File: src/rtl/spi_fifo_master.sv
module spi_fifo_master #(
  parameter int WORD_W   = 8,
  parameter int DEPTH    = 16,
  parameter int HALF_DIV = 2,
  parameter int NSS      = 4
)(
  input  logic              clk,
  input  logic              rst_n,
  input  logic              bus_wr,
  input  logic              bus_rd,
  input  logic [7:0]        bus_addr,
  input  logic [31:0]       bus_wdata,
  output logic [31:0]       bus_rdata,
  output logic              sclk,
  output logic              mosi,
  input  logic              miso,
  output logic [NSS-1:0]    ss_n,
  output logic              rx_overrun
);
  localparam int AW = $clog2(DEPTH);
  localparam int CW = $clog2(DEPTH + 1);
  localparam int SW = $clog2(2 * WORD_W);
  localparam int DW = (HALF_DIV > 1) ? $clog2(HALF_DIV) : 1;
  localparam logic [9:0]    CTRL_MASK = 10'h39E;
  localparam logic [9:0]    CTRL_RST  = 10'h100;
  localparam logic [SW-1:0] LAST_SLOT = SW'(2 * WORD_W - 1);
  localparam logic [DW-1:0] LAST_DIV  = DW'(HALF_DIV - 1);
  localparam logic [CW-1:0] FULL_CNT  = CW'(DEPTH);

  logic [9:0]        ctrl;
  logic [NSS-1:0]    ssr;
  logic [WORD_W-1:0] tx_mem [DEPTH];
  logic [WORD_W-1:0] rx_mem [DEPTH];
  logic [AW-1:0]     tx_wp, tx_rp, rx_wp, rx_rp;
  logic [CW-1:0]     tx_cnt, rx_cnt;
  logic              active;
  logic [SW-1:0]     slot;
  logic [DW-1:0]     div;
  logic [WORD_W-1:0] txsh, rxsh;

  wire wr_ctrl = bus_wr && bus_addr == 8'h60;
  wire tx_rst  = wr_ctrl && bus_wdata[5];
  wire rx_rst  = wr_ctrl && bus_wdata[6];
  wire tx_full = tx_cnt == FULL_CNT;
  wire rx_full = rx_cnt == FULL_CNT;
  wire lsb     = ctrl[9];
  wire push_tx = bus_wr && bus_addr == 8'h68 && !tx_full && !tx_rst;
  wire start   = !active && ctrl[1] && ctrl[2] && !ctrl[8] && tx_cnt != '0 && !tx_rst;
  wire pop_rx  = bus_rd && bus_addr == 8'h6C && rx_cnt != '0 && !rx_rst;
  wire tick    = active && div == LAST_DIV;
  wire last    = tick && slot == LAST_SLOT;
  wire push_rx = last && !rx_rst && (!rx_full || pop_rx);

  assign sclk = ctrl[3] ^ (active & (slot[0] ^ ctrl[4]));
  assign mosi = active & (lsb ? txsh[0] : txsh[WORD_W-1]);
  assign ss_n = (ctrl[7] || active) ? ssr : '1;

  always_comb begin
    case (bus_addr)
      8'h60:   bus_rdata = {22'b0, ctrl};
      8'h64:   bus_rdata = {27'b0, 1'b0, tx_full, tx_cnt == '0 && !active, rx_full, rx_cnt == '0};
      8'h6C:   bus_rdata = (rx_cnt != '0) ? 32'(rx_mem[rx_rp]) : 32'b0;
      8'h70:   bus_rdata = 32'(ssr);
      default: bus_rdata = 32'b0;
    endcase
  end

  always_ff @(posedge clk or negedge rst_n)
    if (!rst_n) begin
      ctrl <= CTRL_RST;
      ssr  <= '1;
      rx_overrun <= 1'b0;
    end else begin
      if (wr_ctrl) ctrl <= bus_wdata[9:0] & CTRL_MASK;
      if (bus_wr && bus_addr == 8'h70) ssr <= bus_wdata[NSS-1:0];
      rx_overrun <= last && !rx_rst && rx_full && !pop_rx;
    end

  always_ff @(posedge clk) begin
    if (push_tx) tx_mem[tx_wp] <= bus_wdata[WORD_W-1:0];
    if (push_rx) rx_mem[rx_wp] <= rxsh;
  end

  always_ff @(posedge clk or negedge rst_n)
    if (!rst_n) begin
      tx_wp <= '0; tx_rp <= '0; tx_cnt <= '0;
    end else if (tx_rst) begin
      tx_wp <= '0; tx_rp <= '0; tx_cnt <= '0;
    end else begin
      if (push_tx) tx_wp <= tx_wp + 1'b1;
      if (start)   tx_rp <= tx_rp + 1'b1;
      tx_cnt <= tx_cnt + CW'(push_tx) - CW'(start);
    end

  always_ff @(posedge clk or negedge rst_n)
    if (!rst_n) begin
      rx_wp <= '0; rx_rp <= '0; rx_cnt <= '0;
    end else if (rx_rst) begin
      rx_wp <= '0; rx_rp <= '0; rx_cnt <= '0;
    end else begin
      if (push_rx) rx_wp <= rx_wp + 1'b1;
      if (pop_rx)  rx_rp <= rx_rp + 1'b1;
      rx_cnt <= rx_cnt + CW'(push_rx) - CW'(pop_rx);
    end

  always_ff @(posedge clk or negedge rst_n)
    if (!rst_n) begin
      active <= 1'b0; slot <= '0; div <= '0; txsh <= '0; rxsh <= '0;
    end else if (start) begin
      active <= 1'b1; slot <= '0; div <= '0;
      txsh   <= tx_mem[tx_rp];
    end else if (tick) begin
      div <= '0;
      if (slot == LAST_SLOT) active <= 1'b0;
      else begin
        slot <= slot + 1'b1;
        if (!slot[0]) rxsh <= lsb ? {miso, rxsh[WORD_W-1:1]} : {rxsh[WORD_W-2:0], miso};
        else          txsh <= lsb ? (txsh >> 1) : (txsh << 1);
      end
    end else if (active) begin
      div <= div + 1'b1;
    end
endmodule

File: config.mk
export PLATFORM = sky130hd
export DESIGN_NAME = spi_fifo_master
export DESIGN_NICKNAME = d
export VERILOG_FILES = /design/src/rtl/spi_fifo_master.sv
export SDC_FILE = /design/constraint.sdc
export NUM_CORES = 1
export LEC_CHECK = 0
export BUFFER_PORTS_ARGS = -buffer_cell sky130_fd_sc_hd__buf_2
export CORE_MARGIN = 2
export CORE_UTILIZATION = 35
export CTS_BUF_LIST = sky130_fd_sc_hd__clkbuf_8
export DETAILED_ROUTE_END_ITERATION = 16
export SKIP_LAST_GASP = 1
export SYNTH_ARGS = -nofsm -noshare
export SYNTH_HDL_FRONTEND = slang
export SYNTH_SLANG_ARGS = --single-unit
export TNS_END_PERCENT = 100
File: constraint.sdc
create_clock -name clk -period 5.5 [get_ports clk]
set_input_delay 1.1 -clock clk [delete_from_list [all_inputs] [get_ports clk]]
set_output_delay 1.1 -clock clk [all_outputs]
set_load 0.1 [all_outputs]
==> out/metrics.cfg <==
[floorplan]
core-area_sq_um=38470
ios=84
fp.dieH_um=201
fp-row-count=72
die-area_sq_um=40400
start_util=0.3531
die_width_um=201

[logic_synthesis]
synth_top_cell_by_area=edfxtp_1
netlist_area_sq_um=13580
ys_async_sr_fraction=0.1899
synth_top_area_share=0.5660
postSynthAreaPerCell_sq_um=16.89
synth_area_leaders=edfxtp_1 (57%), mux4_2 (11%), dfrtp_1 (10%), ha_1 (2.0%), mux2_2 (1.8%)
ys_warn_count=0
synth_edf_count=256
netlist-cell-type-count=62
postSynthCellCount=804
ys_seq_area_frac=0.6770
synth_top_flop_cell=edfxtp_1
ys_ff_latch=316

[placed_design]
dp_cells=1342
gp_congestion=0.8075
hpwl_mm=19.61
placed_area_sq_um=14370
port_buffers=39

[sta]
drv_slew=0
tightest_slew_ns=1.157
finalHoldViolCount=0
finalSetupTns_ns=0
min_period_over_period=0.8431
finalCriticalPeriod_ns=4.637
maxSlewHeadroom=0.2248
rsz0062_at_grt=no
max_freq_mhz=215.6
setup_viol=0
clock_skew_ns=0.02618

[power_and_ir_drop]
p_seq_frac=0.510
p_comb_frac=0.163
p_sw_frac=0.2957
ir_drop_mv=0.2550
leakagePower_nw=5.339
switching_power_mw=1.756
intPower_mw=4.182
clockPowerShare=0.327
power.density_nw_per_um2=387.1

[routing]
dr.first_iter.drc_count=585
via_per_inst=5.035
drt_first_pass_iters=4
drtAntennaViolNets=0
wl_per_cell_um=20.94
postRouteWirelength_mm=30.08
drc=0
num_vias=7230

[critical_path]
arrival_ns=3.54
cp_max_fo=6
crit_path_end_kind=output port
required_ns=4.40
start_kind=input pin
crit_type=in -> out

[global_route]
antenna_found_initial=2
grt_use_total=0.1501
busiest_layer=met2
grt_use_met2=0.2488
grt_max_degree=37
grt_pass1_vias=7455
grt_first_pass_wirelength_mm=46.00
grt_util_met1=0.1974
grt_overflow=0
use_met3=0.03523

[clock_network]
postCtsSetupRepairBufs=0
cts_hold_buf=0
clk_pin_slew_worst_paths_ns=0.06
clock_sinks=316
clockRootBuffer=clkbuf_8
cts_tree=built
clock_latency_ns=0.59
h-tree-depth=2
cts_buffer_depth=3
cts_resized=0
numCtsBuffers=51

[cells_and_area]
fill_cells=3556
nNetsFinal=946
drive_gt1_frac=0.2552
postLayoutCellArea_sq_um=15340
fin_cells=1436
area_delta_synth_final_pct=12.96

[flow_run]
drv_cap=0

[min_path]
hp-class=in -> async

[outcome]
outcome=finished, final reports clean

-- final timing paths --
check	endpoint	start	cells past startpoint	slack (ns)
setup / recovery	bus_rdata[8]	bus_addr[1]	6	0.86
hold / removal	txsh[7]	rst_n	1	0.54
setup reg to reg	rx_cnt[4]	rx_cnt[2]	12	2.06
hold reg to reg	ctrl[1]	ctrl[1]	1	0.55
max in group asynchronous	tx_rp[0]	rst_n	2	3.99
min in group clk	ctrl[1]	ctrl[1]	1	0.55
-- critical path, stage by stage --
cell     delay, ns
buf_2         0.11
nor3_1        0.65
nand2_1       0.22
nor3_1        0.65
and2_1        0.33
buf_2         0.46
-- layer usage --
metal / vias up / share of wire
li1: 3283 / -
met1: 3721 / 0.42
met2: 182 / 0.50
met3: 44 / 0.060
met4: 0 / 0.019
met5: - / 0
-- synth_stat cells, types with 7 or more instances --
cell      number
nor2_1        35
edfxtp_1     256
mux2_2        22
dfrtp_1       55
xnor2_1        9
nor2b_1        9
nor3_1         9
o21ai_0        9
nand4_1        7
nor4_1        12
nand3_1       14
and2_1        12
a22oi_1       20
a21oi_1       18
buf_4         23
mux2i_1       24
mux4_2        65
ha_1          22
buf_2         12
clkbuf_1      19
nand2_1       24
inv_1         21
-- state kept, by name, indices dropped and copies added, names as in the netlist, 4 cells and up --
name and count:
rx_mem 128, tx_mem 128, rxsh 8, txsh 8
ctrl 7, rx_cnt 5, tx_cnt 5, rx_rp 4
rx_wp 4, slot 4, ssr 4, tx_rp 4
tx_wp 4
-- per-stage QoR --
stage | setup WS [ns] | hold WS (ns) | utilization | power [mW]
after floorplan | 1.105 | 0.4902 | - | 3.782
after global placement | 0.9506 | 0.5313 | 0.3736 | 4.025
after detailed placement | 0.9103 | 0.5272 | 0.3736 | 4.050
after CTS | 0.9060 | 0.5375 | 0.3988 | 6.010
after global routing | 0.8183 | 0.5507 | 0.3988 | 6.249
final | 0.8627 | 0.5441 | 0.3989 | 5.939
-- kinds of logic (layout without fill, tap and decap cells) --
family | after synthesis | count (layout) | synth area share
flip-flops | 316 | 316 | 0.6770
AND/OR/NAND/NOR | 171 | 171 | 0.07259
AO/OA/AOI/OAI | 84 | 84 | 0.04237
other | 1 | 23 | 0.0002761
XOR/XNOR | 15 | 15 | 0.009672
multiplexers | 111 | 111 | 0.1437
adder cells (fa/ha/maj) | 24 | 24 | 0.02321
buffers and inverters | 82 | 174 | 0.03123
-- power groups by stage --
stage	combinational, mW	clock (mW)	sequential, mW
finish	0.966	1.94	3.03
global route	1.08	2.11	3.06
CTS	0.976	2.00	3.03
detailed placement	0.971	0	3.08
global placement	0.955	0	3.07
floorplan	0.815	0	2.97
-- layout make-up --
class | count | area, sq um | area share
diodes | 1 | 2.502 | 0.0001631
clock buffers | 53 | 729.5 | 0.04754
clock inverters | 40 | 240.2 | 0.01566
inverters | 22 | 82.58 | 0.005382
multi-input cells | 427 | 4098 | 0.2671
flip-flops and latches | 316 | 9198 | 0.5994
well taps | 518 | 648.1 | 0.04224
repair buffers | 59 | 345.3 | 0.02251
-- cell usage in the layout (no fill, tap or decap), drive strengths merged, types with 6 or more instances in the layout --
cell,Yosys,layout
clkinv,0,15
nor4,12,12
edfxtp,256,256
a22oi,20,20
o21ai,9,9
conb,1,22
nor3,10,10
nor2,35,35
clkbuf,19,53
and2,12,12
buf,41,59
o21bai,6,6
xor2,6,6
dfrtp,55,55
xnor2,9,9
nand4,7,7
a21oi,18,18
mux2i,24,24
mux4,65,65
and3,6,6
mux2,22,22
ha,22,22
nand3,16,16
nand2,24,24
inv,22,43
or3,6,6
and4,6,6
nor2b,9,9
Note: power is estimated with default switching activity, not from simulation.
